### config.mk
export PLATFORM = sky130hd
export DESIGN_NAME = pci_window_regs
export DESIGN_NICKNAME = d
export VERILOG_FILES = /design/src/rtl/pci_window_regs.sv
export SDC_FILE = /design/constraint.sdc
export NUM_CORES = 1
export LEC_CHECK = 0
export ABC_AREA = 1
export CORE_AREA = 2 2 385 387
export DETAILED_ROUTE_END_ITERATION = 7
export DIE_AREA = 0 0 387 389
export DONT_BUFFER_PORTS = 1
export SLEW_MARGIN = 40
export SYNTH_ARGS = -nofsm -noshare
export SYNTH_HDL_FRONTEND = slang
export SYNTH_SLANG_ARGS = --single-unit
### constraint.sdc
create_clock -name clk -period 5.1 [get_ports clk]
set_clock_uncertainty 0.05 [all_clocks]
set_input_delay 0.255 -clock clk [delete_from_list [all_inputs] [get_ports clk]]
set_output_delay 0.255 -clock clk [all_outputs]
set_load 0.02 [all_outputs]
### src/rtl/pci_window_regs.sv
module pci_window_regs #(
  parameter int ADDR_W = 32,
  parameter logic [ADDR_W-1:0] BASE_ADDR = 32'h0001_0000,
  parameter int SPAN = 4096,
  parameter logic [63:0] CTRL_RST = 64'h0000_0021_0010_0000
) (
  input  logic              clk,
  input  logic              rst_n,
  input  logic              req_valid,
  input  logic              req_write,
  input  logic [ADDR_W-1:0] req_addr,
  input  logic [3:0]        req_size,
  input  logic [63:0]       req_wdata,
  output logic              rsp_valid,
  output logic              rsp_err,
  output logic [63:0]       rsp_rdata,
  output logic [255:0]      win_base_o,
  output logic [255:0]      win_mask_o,
  output logic [255:0]      xlat_base_o,
  output logic [63:0]       ctrl_o
);
  localparam int NWIN  = 4;
  localparam int OFF_W = $clog2(SPAN);
  localparam int IDX_W = OFF_W - 6;

  logic [63:0] wbase [NWIN];
  logic [63:0] wmask [NWIN];
  logic [63:0] xbase [NWIN];
  logic [63:0] ctrl;

  logic [ADDR_W-1:0] offset;
  logic              in_range;
  logic [IDX_W-1:0]  idx;
  logic              ok;
  logic [63:0]       rd_val;
  logic              wr_en;

  assign offset   = req_addr - BASE_ADDR;
  assign in_range = (req_addr >= BASE_ADDR) && (offset < ADDR_W'(SPAN));
  assign idx      = offset[OFF_W-1:6];
  assign wr_en    = req_valid && req_write && ok;

  always_comb begin
    ok     = 1'b0;
    rd_val = '0;
    if (in_range && req_size == 4'd8) begin
      if (idx < IDX_W'(4)) begin
        ok = 1'b1; rd_val = wbase[idx[1:0]];
      end else if (idx < IDX_W'(8)) begin
        ok = 1'b1; rd_val = wmask[idx[1:0]];
      end else if (idx < IDX_W'(12)) begin
        ok = 1'b1; rd_val = xbase[idx[1:0]];
      end else if (idx == IDX_W'(12)) begin
        ok = 1'b1; rd_val = ctrl;
      end else if (idx == IDX_W'(15) || idx == IDX_W'(19)) begin
        ok = 1'b1;
      end else if (idx == IDX_W'(16)) begin
        ok = !req_write;
      end
    end
  end

  for (genvar i = 0; i < NWIN; i++) begin : g_win
    always_ff @(posedge clk) begin
      if (!rst_n) begin
        wbase[i] <= '0;
        wmask[i] <= '0;
        xbase[i] <= '0;
      end else if (wr_en) begin
        if (idx == IDX_W'(i))     wbase[i] <= req_wdata;
        if (idx == IDX_W'(i + 4)) wmask[i] <= req_wdata;
        if (idx == IDX_W'(i + 8)) xbase[i] <= req_wdata;
      end
    end
    assign win_base_o[64*i +: 64]  = wbase[i];
    assign win_mask_o[64*i +: 64]  = wmask[i];
    assign xlat_base_o[64*i +: 64] = xbase[i];
  end

  always_ff @(posedge clk) begin
    if (!rst_n)                          ctrl <= CTRL_RST;
    else if (wr_en && idx == IDX_W'(12)) ctrl <= req_wdata;
  end
  assign ctrl_o = ctrl;

  always_ff @(posedge clk) begin
    if (!rst_n) begin
      rsp_valid <= 1'b0;
      rsp_err   <= 1'b0;
      rsp_rdata <= '0;
    end else begin
      rsp_valid <= req_valid;
      rsp_err   <= req_valid && !ok;
      rsp_rdata <= (req_valid && ok && !req_write) ? rd_val : '0;
    end
  end
endmodule


==> metrics.txt <==
failing checks design-rule violations; CP Max Fanout 56; PnR Total Power approximately 18 mW; post-cts gate resize count 0; horizontal die dimension 387 µm; fraction of final layout cells sized beyond drive strength 1 between 10% and 20%; Clock transition at path regs around 0.06 ns; required time of the critical path 5.71 ns; Post-Syn Area 38000 µm²; Yosys warnings 0; transition time at the pin with the least slew margin 0.999 ns; last weighted congestion value of the routability-driven placer roughly 0.96; total wire length between 150000 and 200000 µm; leading cell types in the layout, fill and taps excluded sky130_fd_sc_hd__nor2_1, sky130_fd_sc_hd__edfxtp_1, sky130_fd_sc_hd__nand2_1; CTS tree yes; per-instance average area after synthesis 11.0 µm²; delay contributed by the slowest stage of the critical path roughly 0.57 ns; share of the clock period used by the worst path after layout between 60% and 70%; count of mapped cells out of synthesis roughly 3500; count of final setup violators 0; I/O Buffers 0; routed len/inst around 35 µm; DR vias about 30000; post-route DRC violation count 2; number of antenna violations at the first check in global routing 14; maximum vdd drop roughly 0.00026 V; initial standard-cell utilization of the core about 26%; Detail Placement HPWL approximately 130000 µm; via count of the first global-routing pass 28900; syn_nets about 3600; Worst Setup Start Kind input pin; post-CTS setup buffer count 0; RSZ-0062 raised after global routing no; Clock Latency Late Sink ~0.72 ns; critical setup path kind in -> reg; outcome complete, but fails checks; clk root buf sky130_fd_sc_hd__clkbuf_16; per-cell via count in the routed design 5.51; cell type with the highest occurrence count on the critical path sky130_fd_sc_hd__nand2_1; class of the worst hold path in -> reg; DRT iter0 DRCs ~4000; die extent in y about 390 µm; most common cell after layout, fill and taps aside sky130_fd_sc_hd__nor2_1; number of hold-repair buffers added at the cts stage between 100 and 150; wire length of the first global-routing pass between 200000 and 300000 µm; count of distinct cell types in the synthesized netlist 30; DR pass1 iterations 8; count of pins on the block boundary 1002; Bufs on Longest Clock Path 3; Final Hold Vio Count 0; number of slew-limit violations in the final report 0; maximum number of pins on one net before global-route repair between 70 and 80; overflow left after global routing 0; remaining max-slew budget at the tightest pin 33.4%; Final Net Count around 3600; final sum of negative setup slack 0 ns; ordered list of cells on the worst path nor2_1, inv_1, nor2_1, nand2_1, nand3_1, nand2_1, nor2_2, inv_1, nor2_2, nand3_4, buf_6, nand2_1, nand2_1, dlygate4sd3_1, nor2_1, dlygate4sd3_1; time the worst path needs with I/O delays and setup 3.36 ns; GRT Util Overall between 20% and 30%; depth of the CTS H-tree 3; kind of end point of the critical path flop; core footprint 147000 µm²; Final ANT Viol Nets 0; max-cap violation count 0; Max Clock Freq just under 300 MHz; arrival time of data at the critical path endpoint 3.97 ns; layout overhead on the synthesized area 17.5%; CTS sink count between 800 and 900; Leakage Power between 15 and 20 nW; Post-Route Utilization a little under a third; number of placement rows between 100 and 150; Die Area roughly 150000 µm²; worst-case hold slack 0.0841 ns; highest-delay cell along the critical path sky130_fd_sc_hd__dlygate4sd3_1; sequential cell area fraction in the yosys report between 60% and 70%; power density over cell area approximately 400 nW/µm²; CTS buffer count around 100; number of register bits inferred by synthesis about 900
-- cell type report --
| class | count | area (µm²) |
|---|---|---|
| diodes | 3 | 7.51 |
| flip-flops and latches | 898 | 25700 |
| multi-input cells | 2128 | 10300 |
| repair buffers | 223 | 2320 |
| clock buffers | 144 | 2840 |
| fillers | 14900 | 102000 |
| clock inverters | 44 | 541 |
| inverters | 147 | 569 |
| well taps | 1930 | 2410 |
-- state kept, by name (all words and copies together), names as in the netlist --
name,count
wbase,256
wmask,256
xbase,256
ctrl_o,64
rsp_rdata,64
rsp_err,1
rsp_valid,1
-- synth_stat cells --
| master | number | share of area, % |
|---|---|---|
| sky130_fd_sc_hd__nor2_1 | 877 | 8.7 |
| sky130_fd_sc_hd__edfxtp_1 | 768 | 61 |
| sky130_fd_sc_hd__nand2_1 | 528 | 5.2 |
| sky130_fd_sc_hd__a22oi_1 | 290 | 5.7 |
| sky130_fd_sc_hd__clkbuf_1 | 188 | 1.9 |
| sky130_fd_sc_hd__inv_1 | 145 | 1.4 |
| sky130_fd_sc_hd__dfxtp_1 | 130 | 6.8 |
| sky130_fd_sc_hd__nor2_2 | 106 | 1.7 |
| sky130_fd_sc_hd__a21oi_1 | 104 | 1.4 |
| sky130_fd_sc_hd__buf_6 | 72 | 2.1 |
| sky130_fd_sc_hd__a31oi_1 | 54 | 0.89 |
| sky130_fd_sc_hd__o21ai_0 | 47 | 0.62 |
| sky130_fd_sc_hd__nand4_1 | 46 | 0.76 |
| sky130_fd_sc_hd__nand3_1 | 29 | 0.38 |
| sky130_fd_sc_hd__buf_1 | 18 | 0.18 |
| sky130_fd_sc_hd__nand3_4 | 12 | 0.55 |
| sky130_fd_sc_hd__a22o_1 | 8 | 0.18 |
| sky130_fd_sc_hd__buf_2 | 7 | 0.092 |
| sky130_fd_sc_hd__nor2_4 | 6 | 0.18 |
| sky130_fd_sc_hd__a211oi_1 | 4 | 0.079 |
| sky130_fd_sc_hd__a41oi_1 | 4 | 0.092 |
| sky130_fd_sc_hd__nor3_1 | 4 | 0.053 |
| sky130_fd_sc_hd__or2_2 | 4 | 0.066 |
| sky130_fd_sc_hd__inv_2 | 2 | 0.020 |
| sky130_fd_sc_hd__buf_4 | 1 | 0.020 |
| sky130_fd_sc_hd__nand2_2 | 1 | 0.016 |
| sky130_fd_sc_hd__nand3_2 | 1 | 0.026 |
| sky130_fd_sc_hd__nand3b_1 | 1 | 0.020 |
| sky130_fd_sc_hd__nand4_4 | 1 | 0.056 |
| sky130_fd_sc_hd__nor3_2 | 1 | 0.026 |
-- worst max-delay path, delay by kind of cell --
family,cells,cell delay (ns)
and+or+nand+nor,11,1.89
buffers and inverters,5,1.71
-- power breakdown --
part	total [mW]	switching (mW)	internal, mW
Combinational	1.01	0.778	0.236
Sequential	9.11	0.819	8.29
Clock	7.59	3.16	4.43
Total	17.7	4.75	13.0
-- path summary, 6_finish.rpt --
kind,endpoint,depth (start not counted),slack (ns),from
min reg2reg,ctrl_o[6],4,0.58,ctrl_o[6]
min,rsp_rdata[24],4,0.08,req_addr[8]
max reg2reg,rsp_rdata[1],6,2.87,xbase[0][1]
max,ctrl_o[45],16,1.74,req_addr[11]
-- logic make-up (layout without fill, tap and decap cells) --
family	count (synthesis)	count (layout)	synth area share (%)
flops	898	898	67.5
compound gates	511	511	8.96
simple gates	1617	1617	17.8
buf+inv	433	558	5.73
other cells	0	3	0
-- metal layers --
metal	part of all wire, %	GRT usage [%]	up-vias
met5	0.014	0	-
met4	6.4	13.4	4
met3	13	9.06	647
met2	45	39.6	2670
met1	35	29.2	15100
li1	-	-	12000
-- through the flow --
stage / instance area (µm²) / worst slack, ns / std cells
after detailed placement: 40000 / 1.26 / 5197
after floorplan: 38000 / 1.59 / 3459
after global placement: 39900 / 1.23 / 5194
after global routing: 44700 / 1.58 / 5515
after CTS: 44600 / 1.85 / 5513
final: 44700 / 1.74 / 5517
(Power assumes the default switching activity.)
